[src/rtl/ndt_pkg.sv]
package ndt_pkg;

  // One state per RAM cycle of the per-word test.
  typedef enum logic [3:0] {
    ST_IDLE,
    ST_SAVE_RD,
    ST_SAVE_CAP,
    ST_WR_A,
    ST_RD_A,
    ST_CMP_A,
    ST_WR_B,
    ST_RD_B,
    ST_CMP_B,
    ST_RESTORE,
    ST_FINISH
  } ndt_state_e;

  // Source selector for the RAM write data.
  typedef enum logic [1:0] {
    WSRC_PAT_A,
    WSRC_PAT_B,
    WSRC_SAVED
  } ndt_wsrc_e;

  localparam int unsigned CYCLES_PER_WORD = 9;

  // Cycles from the start edge to done for a run in which every word passes.
  function automatic int unsigned pass_cycles(input int unsigned depth);
    return depth * CYCLES_PER_WORD;
  endfunction

  // Cycles from the start edge to done when word idx fails on pattern A or B.
  function automatic int unsigned fail_cycles(input int unsigned idx, input logic on_b);
    return idx * CYCLES_PER_WORD + (on_b ? 32'd8 : 32'd5);
  endfunction

endpackage

[src/rtl/ndt_pattern.sv]
module ndt_pattern #(
  parameter int unsigned DATA_W = 8
) (
  input  logic [DATA_W-1:0] rdata,
  input  logic              sel_b,
  output logic [DATA_W-1:0] pat_a,
  output logic [DATA_W-1:0] pat_b,
  output logic              mismatch
);

  // Alternating word: even bits set when not inverted, odd bits set otherwise.
  function automatic logic [DATA_W-1:0] checker_word(input logic inverted);
    logic [DATA_W-1:0] w;
    for (int i = 0; i < DATA_W; i++) begin
      w[i] = (i[0] == inverted);
    end
    return w;
  endfunction

  logic [DATA_W-1:0] expect_w;
  logic [DATA_W-1:0] diff;

  assign pat_a    = checker_word(1'b0);
  assign pat_b    = checker_word(1'b1);
  assign expect_w = sel_b ? pat_b : pat_a;

  for (genvar g = 0; g < DATA_W; g++) begin : g_cmp
    assign diff[g] = rdata[g] ^ expect_w[g];
  end

  assign mismatch = |diff;

endmodule

[src/rtl/ndt_addr_walker.sv]
module ndt_addr_walker #(
  parameter int unsigned ADDR_W = 4,
  parameter int unsigned DEPTH  = 16
) (
  input  logic              clk,
  input  logic              rst_n,
  input  logic              clear,
  input  logic              step,
  output logic [ADDR_W-1:0] addr,
  output logic              last
);

  localparam logic [ADDR_W-1:0] LAST_ADDR = ADDR_W'(DEPTH - 1);

  always_ff @(posedge clk or negedge rst_n) begin
    if (!rst_n) begin
      addr <= '0;
    end else if (clear) begin
      addr <= '0;
    end else if (step) begin
      addr <= addr + 1'b1;
    end
  end

  assign last = (addr == LAST_ADDR);

  AST_NO_STEP_PAST_END: assert property (@(posedge clk) disable iff (!rst_n)
    step |-> !last);

  AST_ADDR_IN_RANGE: assert property (@(posedge clk) disable iff (!rst_n)
    addr <= LAST_ADDR);

endmodule

[src/rtl/ndt_seq.sv]
module ndt_seq
  import ndt_pkg::*;
(
  input  logic      clk,
  input  logic      rst_n,
  input  logic      start,
  input  logic      last,
  input  logic      mismatch,
  output logic      clr,
  output logic      step,
  output logic      we,
  output ndt_wsrc_e wsrc,
  output logic      capture,
  output logic      chk,
  output logic      chk_b,
  output logic      busy,
  output logic      done,
  output logic      fail_evt
);

  ndt_state_e state, nxt;

  always_ff @(posedge clk or negedge rst_n) begin
    if (!rst_n) state <= ST_IDLE;
    else        state <= nxt;
  end

  always_comb begin
    nxt     = state;
    clr     = 1'b0;
    step    = 1'b0;
    we      = 1'b0;
    wsrc    = WSRC_PAT_A;
    capture = 1'b0;
    chk     = 1'b0;
    chk_b   = 1'b0;
    unique case (state)
      ST_IDLE: begin
        if (start) begin
          clr = 1'b1;
          nxt = ST_SAVE_RD;
        end
      end
      ST_SAVE_RD:  nxt = ST_SAVE_CAP;
      ST_SAVE_CAP: begin
        capture = 1'b1;
        nxt     = ST_WR_A;
      end
      ST_WR_A: begin
        we   = 1'b1;
        wsrc = WSRC_PAT_A;
        nxt  = ST_RD_A;
      end
      ST_RD_A: nxt = ST_CMP_A;
      ST_CMP_A: begin
        chk = 1'b1;
        nxt = mismatch ? ST_FINISH : ST_WR_B;
      end
      ST_WR_B: begin
        we   = 1'b1;
        wsrc = WSRC_PAT_B;
        nxt  = ST_RD_B;
      end
      ST_RD_B: nxt = ST_CMP_B;
      ST_CMP_B: begin
        chk   = 1'b1;
        chk_b = 1'b1;
        nxt   = mismatch ? ST_FINISH : ST_RESTORE;
      end
      ST_RESTORE: begin
        we   = 1'b1;
        wsrc = WSRC_SAVED;
        if (last) begin
          nxt = ST_FINISH;
        end else begin
          step = 1'b1;
          nxt  = ST_SAVE_RD;
        end
      end
      ST_FINISH: nxt = ST_IDLE;
      default:   nxt = ST_IDLE;
    endcase
  end

  assign fail_evt = chk && mismatch;
  assign done     = (state == ST_FINISH);
  assign busy     = (state != ST_IDLE) && (state != ST_FINISH);

  AST_DONE_PULSE: assert property (@(posedge clk) disable iff (!rst_n)
    done |=> !done);

  AST_STOP_ON_MISS: assert property (@(posedge clk) disable iff (!rst_n)
    fail_evt |=> done);

  AST_WE_WHILE_BUSY: assert property (@(posedge clk) disable iff (!rst_n)
    we |-> busy);

endmodule

[src/rtl/nd_ram_tester.sv]
module nd_ram_tester
  import ndt_pkg::*;
#(
  parameter int unsigned ADDR_W = 4,
  parameter int unsigned DEPTH  = 16,
  parameter int unsigned DATA_W = 8
) (
  input  logic              clk,
  input  logic              rst_n,
  input  logic              start,
  output logic              busy,
  output logic              done,
  output logic              fail,
  output logic [ADDR_W-1:0] fail_addr,
  output logic [ADDR_W-1:0] mem_addr,
  output logic              mem_we,
  output logic [DATA_W-1:0] mem_wdata,
  input  logic [DATA_W-1:0] mem_rdata
);

  logic              clr, step, capture, chk, chk_b, fail_evt, last, mismatch;
  ndt_wsrc_e         wsrc;
  logic [DATA_W-1:0] pat_a, pat_b, saved;

  ndt_seq u_seq (
    .clk      (clk),
    .rst_n    (rst_n),
    .start    (start),
    .last     (last),
    .mismatch (mismatch),
    .clr      (clr),
    .step     (step),
    .we       (mem_we),
    .wsrc     (wsrc),
    .capture  (capture),
    .chk      (chk),
    .chk_b    (chk_b),
    .busy     (busy),
    .done     (done),
    .fail_evt (fail_evt)
  );

  ndt_addr_walker #(.ADDR_W(ADDR_W), .DEPTH(DEPTH)) u_walk (
    .clk   (clk),
    .rst_n (rst_n),
    .clear (clr),
    .step  (step),
    .addr  (mem_addr),
    .last  (last)
  );

  ndt_pattern #(.DATA_W(DATA_W)) u_pat (
    .rdata    (mem_rdata),
    .sel_b    (chk_b),
    .pat_a    (pat_a),
    .pat_b    (pat_b),
    .mismatch (mismatch)
  );

  // Holding register for the word under test.
  always_ff @(posedge clk or negedge rst_n) begin
    if (!rst_n)       saved <= '0;
    else if (capture) saved <= mem_rdata;
  end

  // Fault flag and first failing address.
  always_ff @(posedge clk or negedge rst_n) begin
    if (!rst_n) begin
      fail      <= 1'b0;
      fail_addr <= '0;
    end else if (clr) begin
      fail <= 1'b0;
    end else if (fail_evt) begin
      fail      <= 1'b1;
      fail_addr <= mem_addr;
    end
  end

  always_comb begin
    unique case (wsrc)
      WSRC_PAT_A: mem_wdata = pat_a;
      WSRC_PAT_B: mem_wdata = pat_b;
      WSRC_SAVED: mem_wdata = saved;
      default:    mem_wdata = saved;
    endcase
  end

  AST_IDLE_NO_WRITE: assert property (@(posedge clk) disable iff (!rst_n)
    !busy |-> !mem_we);

  AST_ADDR_ASCENDS: assert property (@(posedge clk) disable iff (!rst_n)
    (busy && $past(busy) && (mem_addr != $past(mem_addr)))
      |-> (mem_addr == $past(mem_addr) + 1'b1));

  AST_NO_WRITE_AFTER_MISS: assert property (@(posedge clk) disable iff (!rst_n)
    fail_evt |=> !mem_we);

  AST_FAIL_RISES_AT_DONE: assert property (@(posedge clk) disable iff (!rst_n)
    $rose(fail) |-> done);

  AST_FAIL_HELD: assert property (@(posedge clk) disable iff (!rst_n)
    (!busy && !clr) |=> $stable(fail));

endmodule

[config.mk]
export PLATFORM = sky130hd
export DESIGN_NAME = nd_ram_tester
export DESIGN_NICKNAME = d
export VERILOG_FILES = /design/src/rtl/ndt_pkg.sv /design/src/rtl/ndt_pattern.sv /design/src/rtl/ndt_addr_walker.sv /design/src/rtl/ndt_seq.sv /design/src/rtl/nd_ram_tester.sv
export SDC_FILE = /design/constraint.sdc
export NUM_CORES = 1
export LEC_CHECK = 0
export BUFFER_PORTS_ARGS = -buffer_cell sky130_fd_sc_hd__buf_4
export CAP_MARGIN = 20
export CELL_PAD_IN_SITES_DETAIL_PLACEMENT = 0
export CELL_PAD_IN_SITES_GLOBAL_PLACEMENT = 1
export CORE_ASPECT_RATIO = 1.25
export CORE_MARGIN = 5
export CORE_UTILIZATION = 44
export CTS_BUF_LIST = sky130_fd_sc_hd__clkbuf_4 sky130_fd_sc_hd__clkbuf_8
export CTS_CLUSTER_DIAMETER = 150
export DETAILED_ROUTE_END_ITERATION = 10
export PLACE_DENSITY = 0.89
export SETUP_SLACK_MARGIN = 0.5
export SYNTH_ARGS = -nofsm -noshare
export SYNTH_HDL_FRONTEND = slang
export SYNTH_SLANG_ARGS = --single-unit
[constraint.sdc]
create_clock -name clk -period 2.5 [get_ports clk]
set_input_delay 0.5 -clock clk [delete_from_list [all_inputs] [get_ports clk]]
set_output_delay 0.5 -clock clk [all_outputs]
set_load 0.01 [all_outputs]
### After elaboration in Yosys (flattened, before gate mapping)

Cells that the tools add are included.

* add/sub/neg operators: 1
* multipliers: 0
* div/mod/pow operators: 0
* $lt $le $gt $ge: 0
* eq/ne operators: 14
* shift-type cells: 0
* mux-type cells: 20
* bitwise logic cells: 9
* reduce and logical (&&, ||, !) cells: 11

Operator list (number)
* 4-bit case mux with 10 select lines: 1
* 4-bit two-way mux: 5
* 4-bit by 3-bit == test with 1-bit output, second input constant: 4
* 4-bit == test, second input constant: 4
* 8-bit case mux with 2 select lines: 1
* 1-bit two-way mux: 10
* 4-bit by 2-bit == test with 1-bit output, second input constant: 2
* 8-bit two-way mux: 1
* 8-bit OR reduction: 1
* 1-bit bitwise XOR: 8
* 4-bit by 1-bit adder with 4-bit output, second input constant: 1
* 4-bit by 1-bit == test with 1-bit output, second input constant: 1
* 4-bit logical NOT: 1
* 4-bit inequality test, second input constant: 1
* 2-bit case mux with 2 select lines: 1
* 2-bit nonzero test: 2
* 4-bit nonzero test: 1
* 3-bit OR reduction: 1
* 2-bit by 1-bit == test with 1-bit output, second input constant: 1
* 1-bit logical AND: 2
* 2-bit logical NOT: 1
* 2-bit two-way mux: 1
* 2-bit inequality test, second input constant: 1
* 2-bit AND reduction: 1
* other kinds (2): 2

* flip-flop bits (word level): 21
* bits in latches: 0
* memory bits (writable): 0
* memory bits (read-only): 0
* input bits: 11
* output and inout bits: 20
* word-level logic and storage cells: 60
* memories: 0

### Longest topological paths before layout

Gate-level depths: netlist of the first run.

* depth after elaboration: 8
* mapped depth: 6
* mapped depth without buffers: 5

### Modules after synthesis

A second synthesis of the first run with hierarchy kept.

* cell total of the unflattened synthesis: 139
* area total of the unflattened synthesis: 1395.1 um^2

By module, submodules not included
* nd_ram_tester: times used 1, cells an instance 55, area each 673.1 um^2, sequential area each 325.3 um^2
* ndt_seq: times used 1, cells an instance 42, area each 341.6 um^2, sequential area each 100.1 um^2
* ndt_addr_walker: times used 1, cells an instance 17, area each 198.9 um^2, sequential area each 100.1 um^2
* ndt_pattern: times used 1, cells an instance 25, area each 181.4 um^2, sequential area each 0.0 um^2

### Worst setup path after synthesis of the first run

Ideal clock, no wire load.

* kind: flip-flop to output port
* from: reg u_seq.state[2]
* to: out mem_wdata[0]
* arrival time: 1198 ps
* required time: 2000 ps
* slack: 802 ps
* cell stages (with the launch flop): 6
* cells stage by stage: dfrtp_1 buf_6 nand2b_1 or3_1 nor2_1 nor2_1

* cells in the longest elaborated chain, start to end: 4
* elaborated cells on any way between the ends: 6
* those cells by class: 3 x eq/ne; 2 x mux; 1 x reduce/logical

RTL lines
* start: declaration: RTL line ndt_seq.sv:21 `ndt_state_e state, nxt;`
* start signal: assignment: RTL line ndt_seq.sv:25 `else state <= nxt;`
* 4-bit == test / 4-bit by 3-bit == test with 1-bit output (equally long branches): RTL line ndt_seq.sv:37 `unique case (state)`
* 2-bit case mux with 2 select lines *: RTL line ndt_seq.sv:37
* 2-bit by 1-bit == test with 1-bit output / 2-bit logical NOT (equally long branches): RTL line nd_ram_tester.sv:80 `unique case (wsrc)`
* 8-bit case mux with 2 select lines *: RTL line nd_ram_tester.sv:80
* end: declaration: RTL line nd_ram_tester.sv:17 `output logic [DATA_W-1:0] mem_wdata,`

Every way passes the cells marked *; elsewhere a longest branch is shown, timed or not.

### Worst setup path after layout of the first run

* from: reg u_seq.state[1]
* to: out mem_wdata[6]

The elaborated chain is that of the path after synthesis.

==> flow_results.xml, run 1 <==
<?xml version="1.0" encoding="UTF-8"?>
<metrics>
  <group name="finish">
    <metric name="multi_input_area" unit="µm²">614.3</metric>
    <metric name="fin_cells" unit="">180</metric>
    <metric name="num_antenna_cells" unit="">0</metric>
    <metric name="final_layout_size_suffix_gt1_share" unit="%">53.74</metric>
    <metric name="nFillCells" unit="">209</metric>
    <metric name="ff_latch_area" unit="µm²">530.5</metric>
    <metric name="nets" unit="">160</metric>
    <metric name="area_growth" unit="%">32.72</metric>
  </group>
  <group name="clock_network">
    <metric name="clk_transition_reported_paths" unit="ns">0.12</metric>
    <metric name="numCtsBuffers" unit="">3</metric>
    <metric name="tritoncts" unit="">built</metric>
    <metric name="worstSkewPairLatency" unit="ns">0.31</metric>
    <metric name="htreeDepth" unit="">1</metric>
    <metric name="clockRootBuffer" unit="">sky130_fd_sc_hd__clkbuf_4</metric>
    <metric name="cts_hold_buffers" unit="">0</metric>
    <metric name="clock-sinks" unit="">21</metric>
    <metric name="ctsLongestPathBuffers" unit="">2</metric>
  </group>
  <group name="worst_hold_path">
    <metric name="class_of_the_tightest_hold_or_removal_check" unit="">in -&gt; async</metric>
  </group>
  <group name="yosys">
    <metric name="synth_warn" unit="">0</metric>
    <metric name="synth_commonest_cells" unit="">sky130_fd_sc_hd__dfrtp_1 (21), sky130_fd_sc_hd__nor2_1 (16), sky130_fd_sc_hd__mux2_2 (12)</metric>
    <metric name="synth_most_common_cell" unit="">sky130_fd_sc_hd__dfrtp_1</metric>
    <metric name="number_of_synthesized_flops_with_an_enable_pin" unit="">0</metric>
    <metric name="synthesis.nets" unit="">119</metric>
    <metric name="yosys_register_bits" unit="">21</metric>
    <metric name="postSynthAreaPerCell" unit="µm²">10.79</metric>
    <metric name="synthesis.area" unit="mm²">0.001155</metric>
    <metric name="synth.top_cells.by_area" unit="">sky130_fd_sc_hd__dfrtp_1 (46%), sky130_fd_sc_hd__mux2_2 (12%), sky130_fd_sc_hd__nor2_1 (5.2%)</metric>
    <metric name="synth_cell_type_count" unit="">36</metric>
    <metric name="ys_async_sr_fraction" unit="%">100.0</metric>
    <metric name="synth_cells" unit="">107</metric>
    <metric name="synth_top_flop_cell" unit="">sky130_fd_sc_hd__dfrtp_1</metric>
    <metric name="synthDominantCellAreaShare" unit="%">45.50</metric>
    <metric name="synth_seq_area_share" unit="%">45.50</metric>
    <metric name="synth_top_cell_by_area" unit="">sky130_fd_sc_hd__dfrtp_1</metric>
  </group>
  <group name="timing">
    <metric name="fin_crit" unit="ns">2.046</metric>
    <metric name="timing.setup.tns" unit="ns">0</metric>
    <metric name="worst_pin_slew" unit="ns">0.4389</metric>
    <metric name="final-max-slew-violation-count" unit="">0</metric>
    <metric name="timing.final.setup_violations" unit="">0</metric>
    <metric name="final_min_period_over_clock_period" unit="%">81.82</metric>
    <metric name="worst_slew_margin_rel" unit="%">70.65</metric>
    <metric name="final_hold_viol_count" unit="">0</metric>
    <metric name="max_freq" unit="MHz">488.9</metric>
    <metric name="rsz_0062_raised_after_global_routing" unit="">yes</metric>
    <metric name="final.setup_skew" unit="ns">0.005869</metric>
  </group>
  <group name="die">
    <metric name="row_count" unit="">20</metric>
    <metric name="die-width" unit="µm">55.82</metric>
    <metric name="fp.coreArea" unit="mm²">0.002477</metric>
    <metric name="pin_count" unit="">31</metric>
    <metric name="die_area" unit="mm²">0.003756</metric>
    <metric name="dieHeight" unit="µm">67.28</metric>
    <metric name="initial_core_util" unit="%">46.62</metric>
  </group>
  <group name="setup_path">
    <metric name="path_class" unit="">reg -&gt; out</metric>
    <metric name="worst-endpoint-required" unit="ns">2.00</metric>
    <metric name="critical_path.cell_chain" unit="">or3_4, nor2_2, nor2_1, buf_4</metric>
    <metric name="timing.critical_path.arrival" unit="ns">1.55</metric>
    <metric name="critical-path-max-stage-delay" unit="ns">0.49</metric>
    <metric name="setup.worst_path.end_class" unit="">output port</metric>
    <metric name="cell_at_the_slowest_stage_of_the_critical_path" unit="">sky130_fd_sc_hd__dfrtp_2</metric>
    <metric name="start_kind" unit="">register</metric>
    <metric name="critical_path.max_fanout" unit="">7</metric>
  </group>
  <group name="power_and_ir_drop">
    <metric name="power_density" unit="mW/mm²">1148</metric>
    <metric name="pwr-share-comb" unit="%">55.0</metric>
    <metric name="pleak" unit="nW">0.7351</metric>
    <metric name="ir_drop" unit="mV">0.6422</metric>
    <metric name="sw_frac_of_total" unit="%">38.45</metric>
    <metric name="power.internal" unit="mW">1.083</metric>
    <metric name="pwr-share-seq" unit="%">35.5</metric>
    <metric name="power.share.clock" unit="%">9.6</metric>
    <metric name="power.net_switching" unit="mW">0.6767</metric>
  </group>
  <group name="route">
    <metric name="drtAntennaViolNets" unit="">0</metric>
    <metric name="vias" unit="">960</metric>
    <metric name="post_drt_via_cell_ratio" unit="">5.333</metric>
    <metric name="avgRoutedWirePerCell" unit="µm">15.78</metric>
    <metric name="drtPass1Iterations" unit="">4</metric>
    <metric name="drtIter0Drc" unit="">6</metric>
    <metric name="drc" unit="">0</metric>
    <metric name="postRouteWirelength" unit="mm">2.841</metric>
  </group>
  <group name="place">
    <metric name="globalplace.congestion" unit="">0.8726</metric>
    <metric name="post_dp_hpwl" unit="mm">1.929</metric>
    <metric name="port-buffer-count" unit="">30</metric>
    <metric name="placedCellCount" unit="">165</metric>
  </group>
  <group name="flow_run">
    <metric name="maxCapViolations" unit="">0</metric>
  </group>
  <group name="global_routing">
    <metric name="grt_pass1_wl" unit="mm">4.554</metric>
    <metric name="global_route.overflow_total" unit="">0</metric>
    <metric name="first_global_vias" unit="">1006</metric>
    <metric name="largest_net_degree_at_the_start_of_global_routing" unit="">22</metric>
    <metric name="grt_antenna_before_repair" unit="">0</metric>
    <metric name="gr-usage-all-layers" unit="%">15.75</metric>
  </group>
  <group name="outcome">
    <metric name="status" unit="">completed</metric>
  </group>
</metrics>
flip-flops by register name, indices dropped and copies added, names as in the netlist:
| register | flops |
|---|---|
| u_walk.addr | 4 |
| fail_addr | 4 |
| u_seq.state | 4 |
| saved | 8 |
| fail | 1 |
metal layers:
metal | GRT usage (%) | routed length [µm]
met5 | 0 | 0
met4 | 8.605 | 36
met3 | 2.677 | 106
met2 | 27.37 | 1483
met1 | 18.71 | 1215
power by group through the flow:
stage                     logic, mW  registers (mW)  clock network, mW
final                         0.967           0.625              0.168
after global routing           1.06           0.641              0.190
after CTS                     0.964           0.611              0.177
after detailed placement      0.764           0.661                  0
after global placement        0.750           0.649                  0
after floorplan               0.574           0.588                  0
placed cells by master, fill, tap and decap left out, drive strengths merged:
cell / synthesis / layout
a22o: 1 / 1
or3: 1 / 1
xnor2: 1 / 1
nand2b: 5 / 5
nor4bb: 2 / 2
dfrtp: 21 / 21
nand2: 3 / 3
nand4bb: 2 / 2
buf: 5 / 41
mux2: 13 / 13
clkinv: 0 / 1
or4: 1 / 1
nor2: 18 / 18
a21oi: 2 / 2
nand3: 3 / 3
and3: 1 / 1
and2: 1 / 1
xor2: 1 / 1
and4bb: 1 / 1
a2bb2oi: 1 / 1
o22ai: 1 / 1
inv: 3 / 3
o211ai: 1 / 1
and4b: 1 / 1
a211o: 1 / 1
o21a: 2 / 2
ha: 1 / 1
clkbuf: 0 / 3
a21o: 4 / 4
o32ai: 1 / 1
o21ai: 6 / 6
nor3: 3 / 3
worst max-delay path, delay by kind of cell, from the launching register on:
kind | cells | cell delay (ns)
flip-flops | 1 | 0.49
buffers and inverters | 1 | 0.14
AND/OR/NAND/NOR | 3 | 0.61
cell type report:
cell class	count	area share (%)
clock buffers	3	1.469
clock inverters	1	0.3265
inverters	3	0.7347
multi-input cells	78	40.08
flip-flops and latches	21	34.61
well taps	33	2.694
repair buffers	41	20.08
worst paths after layout:
kind	from	to	slack (ns)	depth (start not counted)
max	u_seq.state[1]$_DFFE_PN0P_	mem_wdata[6]	0.45	4
min	rst_n	u_walk.addr[3]$_DFFE_PN0P_	0.05	1
max reg2reg	u_seq.state[2]$_DFFE_PN0P_	u_walk.addr[0]$_DFFE_PN0P_	0.70	6
min reg2reg	saved[3]$_DFFE_PN0P_	saved[3]$_DFFE_PN0P_	0.53	1
max in group asynchronous	rst_n	u_seq.state[0]$_DFFE_PN0P_	2.22	1
min in group clk	mem_rdata[2]	saved[2]$_DFFE_PN0P_	0.43	2
kinds of logic (layout without fill, tap and decap cells):
kind of cell | Yosys count | in the layout | synth area share [%]
XOR/XNOR | 2 | 2 | 1.517
flip-flops | 21 | 21 | 45.50
buffers and inverters | 8 | 48 | 4.225
multiplexers | 13 | 13 | 13.00
AO/OA/AOI/OAI | 20 | 20 | 12.35
adder cells (fa/ha/maj) | 1 | 1 | 1.083
AND/OR/NAND/NOR | 42 | 42 | 22.32
per-stage QoR:
step	power (mW)	setup slack [ns]	util (%)	instance area (µm²)	hold WS, ns
6_report	1.760	0.4544	61.87	1533	0.04936
5_1_grt	1.889	0.3783	61.87	1533	0.04985
4_1_cts	1.752	0.4484	61.46	1523	0.04257
3_5_place_dp	1.425	0.5057	55.86	1384	0.4026
3_3_place_gp	1.399	0.4961	55.86	1384	0.3981
2_1_floorplan	1.162	0.8018	-	1155	0.2044
what timing repair did:
action | CTS | global route
setup endpoints to repair | 9 | 9
pin swaps | 2 | 1
resized for setup | 10 | 4
buffers inserted | 11 | 0
Note: power is estimated with default switching activity, not from simulation.
==> run 2: changes to the inputs <==
--- a/config.mk
+++ b/config.mk
@@ -11,11 +11,11 @@
 export CELL_PAD_IN_SITES_GLOBAL_PLACEMENT = 1
 export CORE_ASPECT_RATIO = 1.25
 export CORE_MARGIN = 5
-export CORE_UTILIZATION = 44
+export CORE_UTILIZATION = 41
 export CTS_BUF_LIST = sky130_fd_sc_hd__clkbuf_4 sky130_fd_sc_hd__clkbuf_8
 export CTS_CLUSTER_DIAMETER = 150
 export DETAILED_ROUTE_END_ITERATION = 10
-export PLACE_DENSITY = 0.89
+export PLACE_DENSITY = 0.84
 export SETUP_SLACK_MARGIN = 0.5
 export SYNTH_ARGS = -nofsm -noshare
 export SYNTH_HDL_FRONTEND = slang
==> constraint.sdc (replaced) <==
create_clock -name clk -period 2 [get_ports clk]
set_input_delay 0.4 -clock clk [delete_from_list [all_inputs] [get_ports clk]]
set_output_delay 0.4 -clock clk [all_outputs]
set_load 0.01 [all_outputs]
==> run 2 against run 1 <==
Non-clock buffer count grew 7; final cell count rose by 4.4%; via count grew 7.1%; clock-buffer cell count up 1; clock skew decreased by 0.0014 ns; critical endpoint is now mem_wdata[0].
==> flow_results.xml, run 2 (same netlist as run 1, synthesis figures left out) <==
<?xml version="1.0" encoding="UTF-8"?>
<metrics>
  <group name="die">
    <metric name="die-width" unit="µm">57.47</metric>
    <metric name="fp.coreArea" unit="mm²">0.002706</metric>
    <metric name="die_area" unit="mm²">0.003985</metric>
    <metric name="pin_count" unit="">31</metric>
    <metric name="row_count" unit="">21</metric>
    <metric name="initial_core_util" unit="%">42.67</metric>
    <metric name="dieHeight" unit="µm">69.34</metric>
  </group>
  <group name="place">
    <metric name="dpl_worst_slack" unit="ns">0.1627</metric>
    <metric name="placedCellCount" unit="">167</metric>
    <metric name="globalplace.congestion" unit="">0.7731</metric>
    <metric name="post_dp_hpwl" unit="mm">1.984</metric>
    <metric name="port-buffer-count" unit="">30</metric>
  </group>
  <group name="clock_network">
    <metric name="worstSkewPairLatency" unit="ns">0.31</metric>
    <metric name="clk_transition_reported_paths" unit="ns">0.12</metric>
    <metric name="clockRootBuffer" unit="">sky130_fd_sc_hd__clkbuf_4</metric>
    <metric name="tritoncts" unit="">built</metric>
    <metric name="htreeDepth" unit="">1</metric>
    <metric name="numCtsBuffers" unit="">3</metric>
    <metric name="clock-sinks" unit="">21</metric>
    <metric name="ctsLongestPathBuffers" unit="">2</metric>
  </group>
  <group name="timing">
    <metric name="max_freq" unit="MHz">506.6</metric>
    <metric name="final_min_period_over_clock_period" unit="%">98.69</metric>
    <metric name="final-max-slew-violation-count" unit="">0</metric>
    <metric name="timing.setup.tns" unit="ns">0</metric>
    <metric name="fin_worst_hold_slack" unit="ns">0.3408</metric>
    <metric name="rsz_0062_raised_after_global_routing" unit="">yes</metric>
    <metric name="fin_crit" unit="ns">1.974</metric>
    <metric name="worst_slew_margin_rel" unit="%">75.90</metric>
    <metric name="worst_pin_slew" unit="ns">0.3566</metric>
    <metric name="final_hold_viol_count" unit="">0</metric>
    <metric name="timing.final.ws_setup" unit="ns">0.02621</metric>
    <metric name="timing.final.setup_violations" unit="">0</metric>
    <metric name="final.setup_skew" unit="ns">0.004478</metric>
  </group>
  <group name="power_and_ir_drop">
    <metric name="power.share.clock" unit="%">9.0</metric>
    <metric name="ir_drop" unit="mV">0.8051</metric>
    <metric name="power.internal" unit="mW">1.565</metric>
    <metric name="pleak" unit="nW">0.8088</metric>
    <metric name="pwr-share-comb" unit="%">59.9</metric>
    <metric name="sw_frac_of_total" unit="%">38.03</metric>
    <metric name="total_power" unit="mW">2.525</metric>
    <metric name="pwr-share-seq" unit="%">31.1</metric>
    <metric name="power.net_switching" unit="mW">0.9600</metric>
    <metric name="power_density" unit="mW/mm²">1491</metric>
  </group>
  <group name="worst_hold_path">
    <metric name="class_of_the_tightest_hold_or_removal_check" unit="">in -&gt; reg</metric>
  </group>
  <group name="setup_path">
    <metric name="setup.worst_path.end_class" unit="">output port</metric>
    <metric name="timing.critical_path.arrival" unit="ns">1.57</metric>
    <metric name="critical_path.max_fanout" unit="">6</metric>
    <metric name="worst-endpoint-required" unit="ns">1.60</metric>
    <metric name="start_kind" unit="">register</metric>
    <metric name="path_class" unit="">reg -&gt; out</metric>
  </group>
  <group name="global_routing">
    <metric name="gr-usage-all-layers" unit="%">15.94</metric>
    <metric name="largest_net_degree_at_the_start_of_global_routing" unit="">22</metric>
    <metric name="grt_pass1_wl" unit="mm">5.147</metric>
    <metric name="global_route.overflow_total" unit="">0</metric>
    <metric name="grt_antenna_before_repair" unit="">0</metric>
    <metric name="first_global_vias" unit="">1107</metric>
  </group>
  <group name="route">
    <metric name="postRouteWirelength" unit="mm">3.122</metric>
    <metric name="drtIter0Drc" unit="">29</metric>
    <metric name="drtAntennaViolNets" unit="">0</metric>
    <metric name="vias" unit="">1028</metric>
    <metric name="drtPass1Iterations" unit="">4</metric>
    <metric name="avgRoutedWirePerCell" unit="µm">16.61</metric>
    <metric name="post_drt_via_cell_ratio" unit="">5.468</metric>
    <metric name="drc" unit="">0</metric>
  </group>
  <group name="finish">
    <metric name="fin_cells" unit="">188</metric>
    <metric name="registers.top_by_ff_count" unit="">saved</metric>
    <metric name="most-common-layout-cells" unit="">sky130_fd_sc_hd__buf_4 (40), sky130_fd_sc_hd__dfrtp_1 (17), sky130_fd_sc_hd__nor2_1 (11)</metric>
    <metric name="flip_flop_count_of_the_largest_register_all_copies_and_words_added" unit="">8</metric>
    <metric name="area_growth" unit="%">46.59</metric>
    <metric name="num_antenna_cells" unit="">0</metric>
    <metric name="nets" unit="">167</metric>
    <metric name="mostFrequentLayoutCell" unit="">sky130_fd_sc_hd__buf_4</metric>
    <metric name="final_layout_size_suffix_gt1_share" unit="%">59.74</metric>
  </group>
  <group name="outcome">
    <metric name="status" unit="">completed</metric>
  </group>
  <group name="flow_run">
    <metric name="maxCapViolations" unit="">0</metric>
  </group>
</metrics>
run 2: metrics by stage:
step,utilization [%],instance area [µm²]
detailed placement,52.15,1411
global route,62.55,1693
CTS,60.47,1637
global placement,52.15,1411
finish,62.55,1693
floorplan,-,1174
run 2: cell type report:
| cell class | count | area, µm² |
|---|---|---|
| Timing Repair Buffer | 48 | 397.9 |
| Multi-Input combinational cell | 78 | 678.2 |
| Tap cell | 34 | 42.54 |
| Fill cell | 225 | 1013 |
| Sequential cell | 21 | 530.5 |
| Clock buffer | 4 | 30.03 |
| Inverter | 3 | 13.76 |
run 2: metal layers:
layer  global-route usage, %  share of wire, %  vias up
met5                       0                 0        -
met4                   4.897               2.0        0
met3                   2.793               3.2        8
met2                   27.01                51       27
met1                   20.16                43      514
li1                        -                 -      479
run 2: worst paths after layout:
check	depth (start not counted)	to	slack, ns	from
max	4	mem_wdata[0]	0.03	u_seq.state[1]$_DFFE_PN0P_
min	2	saved[1]$_DFFE_PN0P_	0.34	mem_rdata[1]
max reg2reg	6	u_walk.addr[0]$_DFFE_PN0P_	0.27	u_seq.state[2]$_DFFE_PN0P_
min reg2reg	1	fail_addr[1]$_DFFE_PN0P_	0.53	fail_addr[1]$_DFFE_PN0P_
max in group asynchronous	2	u_seq.state[3]$_DFFE_PN0P_	1.23	rst_n
min in group asynchronous	2	fail_addr[1]$_DFFE_PN0P_	0.53	rst_n
run 2: critical path, stage by stage (launching register included):
cell and delay, ns:
sky130_fd_sc_hd__dfrtp_2 0.50, sky130_fd_sc_hd__or3_4 0.46, sky130_fd_sc_hd__nor2_1 0.12, sky130_fd_sc_hd__nor2_1 0.04, sky130_fd_sc_hd__buf_4 0.14
run 2: what timing repair did:
item | CTS | global route
hold endpoints to repair | 21 | 0
pin swaps | 9 | 2
setup endpoints to repair | 27 | 29
hold buffers | 1 | 0
gates resized for setup | 21 | 12
setup buffers | 14 | 2
run 2: power groups by stage:
stage | clock network [mW] | registers (mW) | logic [mW]
4_1_cts | 0.226 | 0.767 | 1.40
3_3_place_gp | 0 | 0.808 | 0.989
2_1_floorplan | 0 | 0.734 | 0.755
6_report | 0.227 | 0.785 | 1.51
5_1_grt | 0.246 | 0.808 | 1.63
3_5_place_dp | 0 | 0.824 | 1.02
==> run 3: changes to the inputs <==
--- a/config.mk
+++ b/config.mk
@@ -6,16 +6,14 @@
 export NUM_CORES = 1
 export LEC_CHECK = 0
 export BUFFER_PORTS_ARGS = -buffer_cell sky130_fd_sc_hd__buf_4
-export CAP_MARGIN = 20
-export CELL_PAD_IN_SITES_DETAIL_PLACEMENT = 0
-export CELL_PAD_IN_SITES_GLOBAL_PLACEMENT = 1
+export CAP_MARGIN = 0
 export CORE_ASPECT_RATIO = 1.25
 export CORE_MARGIN = 5
-export CORE_UTILIZATION = 41
+export CORE_UTILIZATION = 50
 export CTS_BUF_LIST = sky130_fd_sc_hd__clkbuf_4 sky130_fd_sc_hd__clkbuf_8
 export CTS_CLUSTER_DIAMETER = 150
 export DETAILED_ROUTE_END_ITERATION = 10
-export PLACE_DENSITY = 0.84
+export PLACE_DENSITY = 0.79
 export SETUP_SLACK_MARGIN = 0.5
 export SYNTH_ARGS = -nofsm -noshare
 export SYNTH_HDL_FRONTEND = slang
==> run 3 against run 2 <==
The run now ends with setup timing left; register-to-register slack worse by 0.02 ns; clock-buffer cell count unchanged; first-iteration DRC count down 21%; die area down 15%; power up 5.3%; clock skew up 0.0017 ns; critical path depth unchanged; critical path type unchanged.
==> flow_results.xml, run 3 (same netlist as run 1, synthesis figures left out) <==
<?xml version="1.0" encoding="UTF-8"?>
<metrics>
  <group name="outcome">
    <metric name="status" unit="">finished, violations left</metric>
    <metric name="violations" unit="">setup timing</metric>
  </group>
  <group name="finish">
    <metric name="flip_flop_count_of_the_largest_register_all_copies_and_words_added" unit="">8</metric>
    <metric name="most-common-layout-cells" unit="">sky130_fd_sc_hd__buf_4 (43), sky130_fd_sc_hd__dfrtp_1 (17), sky130_fd_sc_hd__nor2_1 (10)</metric>
    <metric name="mostFrequentLayoutCell" unit="">sky130_fd_sc_hd__buf_4</metric>
    <metric name="nFillCells" unit="">157</metric>
    <metric name="final_layout_size_suffix_gt1_share" unit="%">61.39</metric>
    <metric name="registers.top_by_ff_count" unit="">saved</metric>
    <metric name="nets" unit="">171</metric>
    <metric name="area_of_all_placed_cells_without_fillers" unit="mm²">0.001740</metric>
    <metric name="num_antenna_cells" unit="">0</metric>
    <metric name="area_growth" unit="%">50.70</metric>
    <metric name="finish.utilization" unit="%">78.72</metric>
  </group>
  <group name="die">
    <metric name="dieHeight" unit="µm">63.73</metric>
    <metric name="row_count" unit="">19</metric>
    <metric name="initial_core_util" unit="%">52.24</metric>
    <metric name="die_area" unit="mm²">0.003377</metric>
    <metric name="fp.coreArea" unit="mm²">0.002211</metric>
    <metric name="pin_count" unit="">31</metric>
    <metric name="die-width" unit="µm">52.99</metric>
  </group>
  <group name="setup_path">
    <metric name="timing.critical_path.buf_inv" unit="">1</metric>
    <metric name="path_class" unit="">reg -&gt; out</metric>
    <metric name="critical_path.cell_chain" unit="">or3_4, nor2_2, nor2_1, buf_4</metric>
    <metric name="cell_at_the_slowest_stage_of_the_critical_path" unit="">sky130_fd_sc_hd__dfrtp_2</metric>
    <metric name="critical_path.max_fanout" unit="">9</metric>
    <metric name="timing.critical_path.arrival" unit="ns">1.60</metric>
    <metric name="start_kind" unit="">register</metric>
    <metric name="worst-endpoint-required" unit="ns">1.60</metric>
    <metric name="setup.worst_path.end_class" unit="">output port</metric>
    <metric name="critical-path-max-stage-delay" unit="ns">0.51</metric>
    <metric name="path_delay_family" unit="">simple AND/OR/NAND/NOR gates</metric>
  </group>
  <group name="route">
    <metric name="avgRoutedWirePerCell" unit="µm">17.12</metric>
    <metric name="post_drt_via_cell_ratio" unit="">5.545</metric>
    <metric name="drc" unit="">0</metric>
    <metric name="drtAntennaViolNets" unit="">0</metric>
    <metric name="drtIter0Drc" unit="">23</metric>
    <metric name="vias" unit="">1048</metric>
    <metric name="postRouteWirelength" unit="mm">3.235</metric>
    <metric name="drtPass1Iterations" unit="">4</metric>
  </group>
  <group name="power_and_ir_drop">
    <metric name="ir_drop" unit="mV">0.9625</metric>
    <metric name="power.net_switching" unit="mW">0.9946</metric>
    <metric name="power.internal" unit="mW">1.663</metric>
    <metric name="sw_frac_of_total" unit="%">37.43</metric>
    <metric name="pwr-share-comb" unit="%">61.3</metric>
    <metric name="pwr-share-seq" unit="%">30.4</metric>
    <metric name="pleak" unit="nW">0.8512</metric>
    <metric name="power.share.clock" unit="%">8.4</metric>
    <metric name="power_density" unit="mW/mm²">1527</metric>
  </group>
  <group name="timing">
    <metric name="worst_slew_margin_rel" unit="%">74.22</metric>
    <metric name="fin_crit" unit="ns">2.003</metric>
    <metric name="timing.final.ws_setup" unit="ns">-0.002838</metric>
    <metric name="final_hold_viol_count" unit="">0</metric>
    <metric name="final.setup_skew" unit="ns">0.006220</metric>
    <metric name="rsz_0062_raised_after_global_routing" unit="">yes</metric>
    <metric name="final-max-slew-violation-count" unit="">0</metric>
    <metric name="final_min_period_over_clock_period" unit="%">100.1</metric>
    <metric name="timing.final.setup_violations" unit="">1</metric>
    <metric name="worst_pin_slew" unit="ns">0.3837</metric>
    <metric name="max_freq" unit="MHz">499.3</metric>
  </group>
  <group name="flow_run">
    <metric name="maxCapViolations" unit="">0</metric>
  </group>
  <group name="place">
    <metric name="postPlaceCellArea" unit="mm²">0.001400</metric>
    <metric name="globalplace.congestion" unit="">0.8206</metric>
    <metric name="port-buffer-count" unit="">30</metric>
    <metric name="post_dp_hpwl" unit="mm">1.909</metric>
    <metric name="dpl_worst_slack" unit="ns">0.1358</metric>
  </group>
  <group name="global_routing">
    <metric name="grtUsageMet1" unit="%">25.07</metric>
    <metric name="grt_antenna_before_repair" unit="">0</metric>
    <metric name="largest_net_degree_at_the_start_of_global_routing" unit="">22</metric>
    <metric name="grt_pass1_wl" unit="mm">5.161</metric>
    <metric name="global_route.overflow_total" unit="">0</metric>
    <metric name="gr-usage-all-layers" unit="%">20.41</metric>
    <metric name="gr-usage-met3" unit="%">3.721</metric>
    <metric name="first_global_vias" unit="">1094</metric>
    <metric name="grtUsageMet2" unit="%">33.85</metric>
    <metric name="grt.busiest_layer" unit="">met2</metric>
  </group>
  <group name="worst_hold_path">
    <metric name="class_of_the_tightest_hold_or_removal_check" unit="">in -&gt; reg</metric>
  </group>
  <group name="clock_network">
    <metric name="tritoncts" unit="">built</metric>
    <metric name="numCtsBuffers" unit="">3</metric>
    <metric name="clock-sinks" unit="">21</metric>
    <metric name="htreeDepth" unit="">1</metric>
    <metric name="clockRootBuffer" unit="">sky130_fd_sc_hd__clkbuf_4</metric>
    <metric name="clk_transition_reported_paths" unit="ns">0.12</metric>
    <metric name="worstSkewPairLatency" unit="ns">0.31</metric>
    <metric name="ctsLongestPathBuffers" unit="">2</metric>
  </group>
</metrics>
run 3: per-stage QoR:
step | TNS (ns) | std cells | total power, mW | hold WS (ns)
2_1_floorplan | 0 | 107 | 1.489 | 0.1044
3_3_place_gp | 0 | 163 | 1.773 | 0.2971
3_5_place_dp | 0 | 163 | 1.825 | 0.3006
4_1_cts | 0 | 183 | 2.424 | 0.3218
5_1_grt | -0.1900 | 189 | 2.837 | 0.3266
6_report | -0.002838 | 189 | 2.658 | 0.3383
run 3: area by class of cell:
cell class	instances	area [µm²]	area share (%)
Multi-Input combinational cell	78	695.7	39.97
Sequential cell	21	530.5	30.48
Timing Repair Buffer	52	431.7	24.80
Tap cell	31	38.79	2.229
Clock buffer	4	30.03	1.725
Inverter	3	13.76	0.7908
run 3: timing repair:
action	4_1_cts	5_1_grt
endpoints found under the setup margin	28	29
hold endpoints to repair	21	0
resized for setup	21	17
pin swaps	9	4
hold buffers	1	0
setup buffers	15	6
run 3: path summary, 6_finish.rpt:
path	cells past startpoint	to	slack, ns	start
hold reg to reg	1	fail_addr[1]$_DFFE_PN0P_	0.52	fail_addr[1]$_DFFE_PN0P_
max in group asynchronous	2	u_seq.state[2]$_DFFE_PN0P_	1.26	rst_n
setup reg to reg	5	u_walk.addr[0]$_DFFE_PN0P_	0.25	u_seq.state[1]$_DFFE_PN0P_
min in group asynchronous	2	fail_addr[1]$_DFFE_PN0P_	0.49	rst_n
hold / removal	2	saved[4]$_DFFE_PN0P_	0.34	mem_rdata[4]
setup / recovery	4	mem_wdata[2]	-0.003	u_seq.state[1]$_DFFE_PN0P_
run 3: per-layer routing:
layer  up-vias  wire length, µm
li1        483                -
met2        29             1719
met4         0               81
met5         -                0
met3         8               95
met1       528             1338
run 3: power by group through the flow:
stage	sequential, mW	combinational, mW	clock [mW]
after floorplan	0.734	0.755	0
after CTS	0.789	1.40	0.232
after detailed placement	0.836	0.989	0
final	0.807	1.63	0.222
after global routing	0.837	1.75	0.250
after global placement	0.815	0.958	0
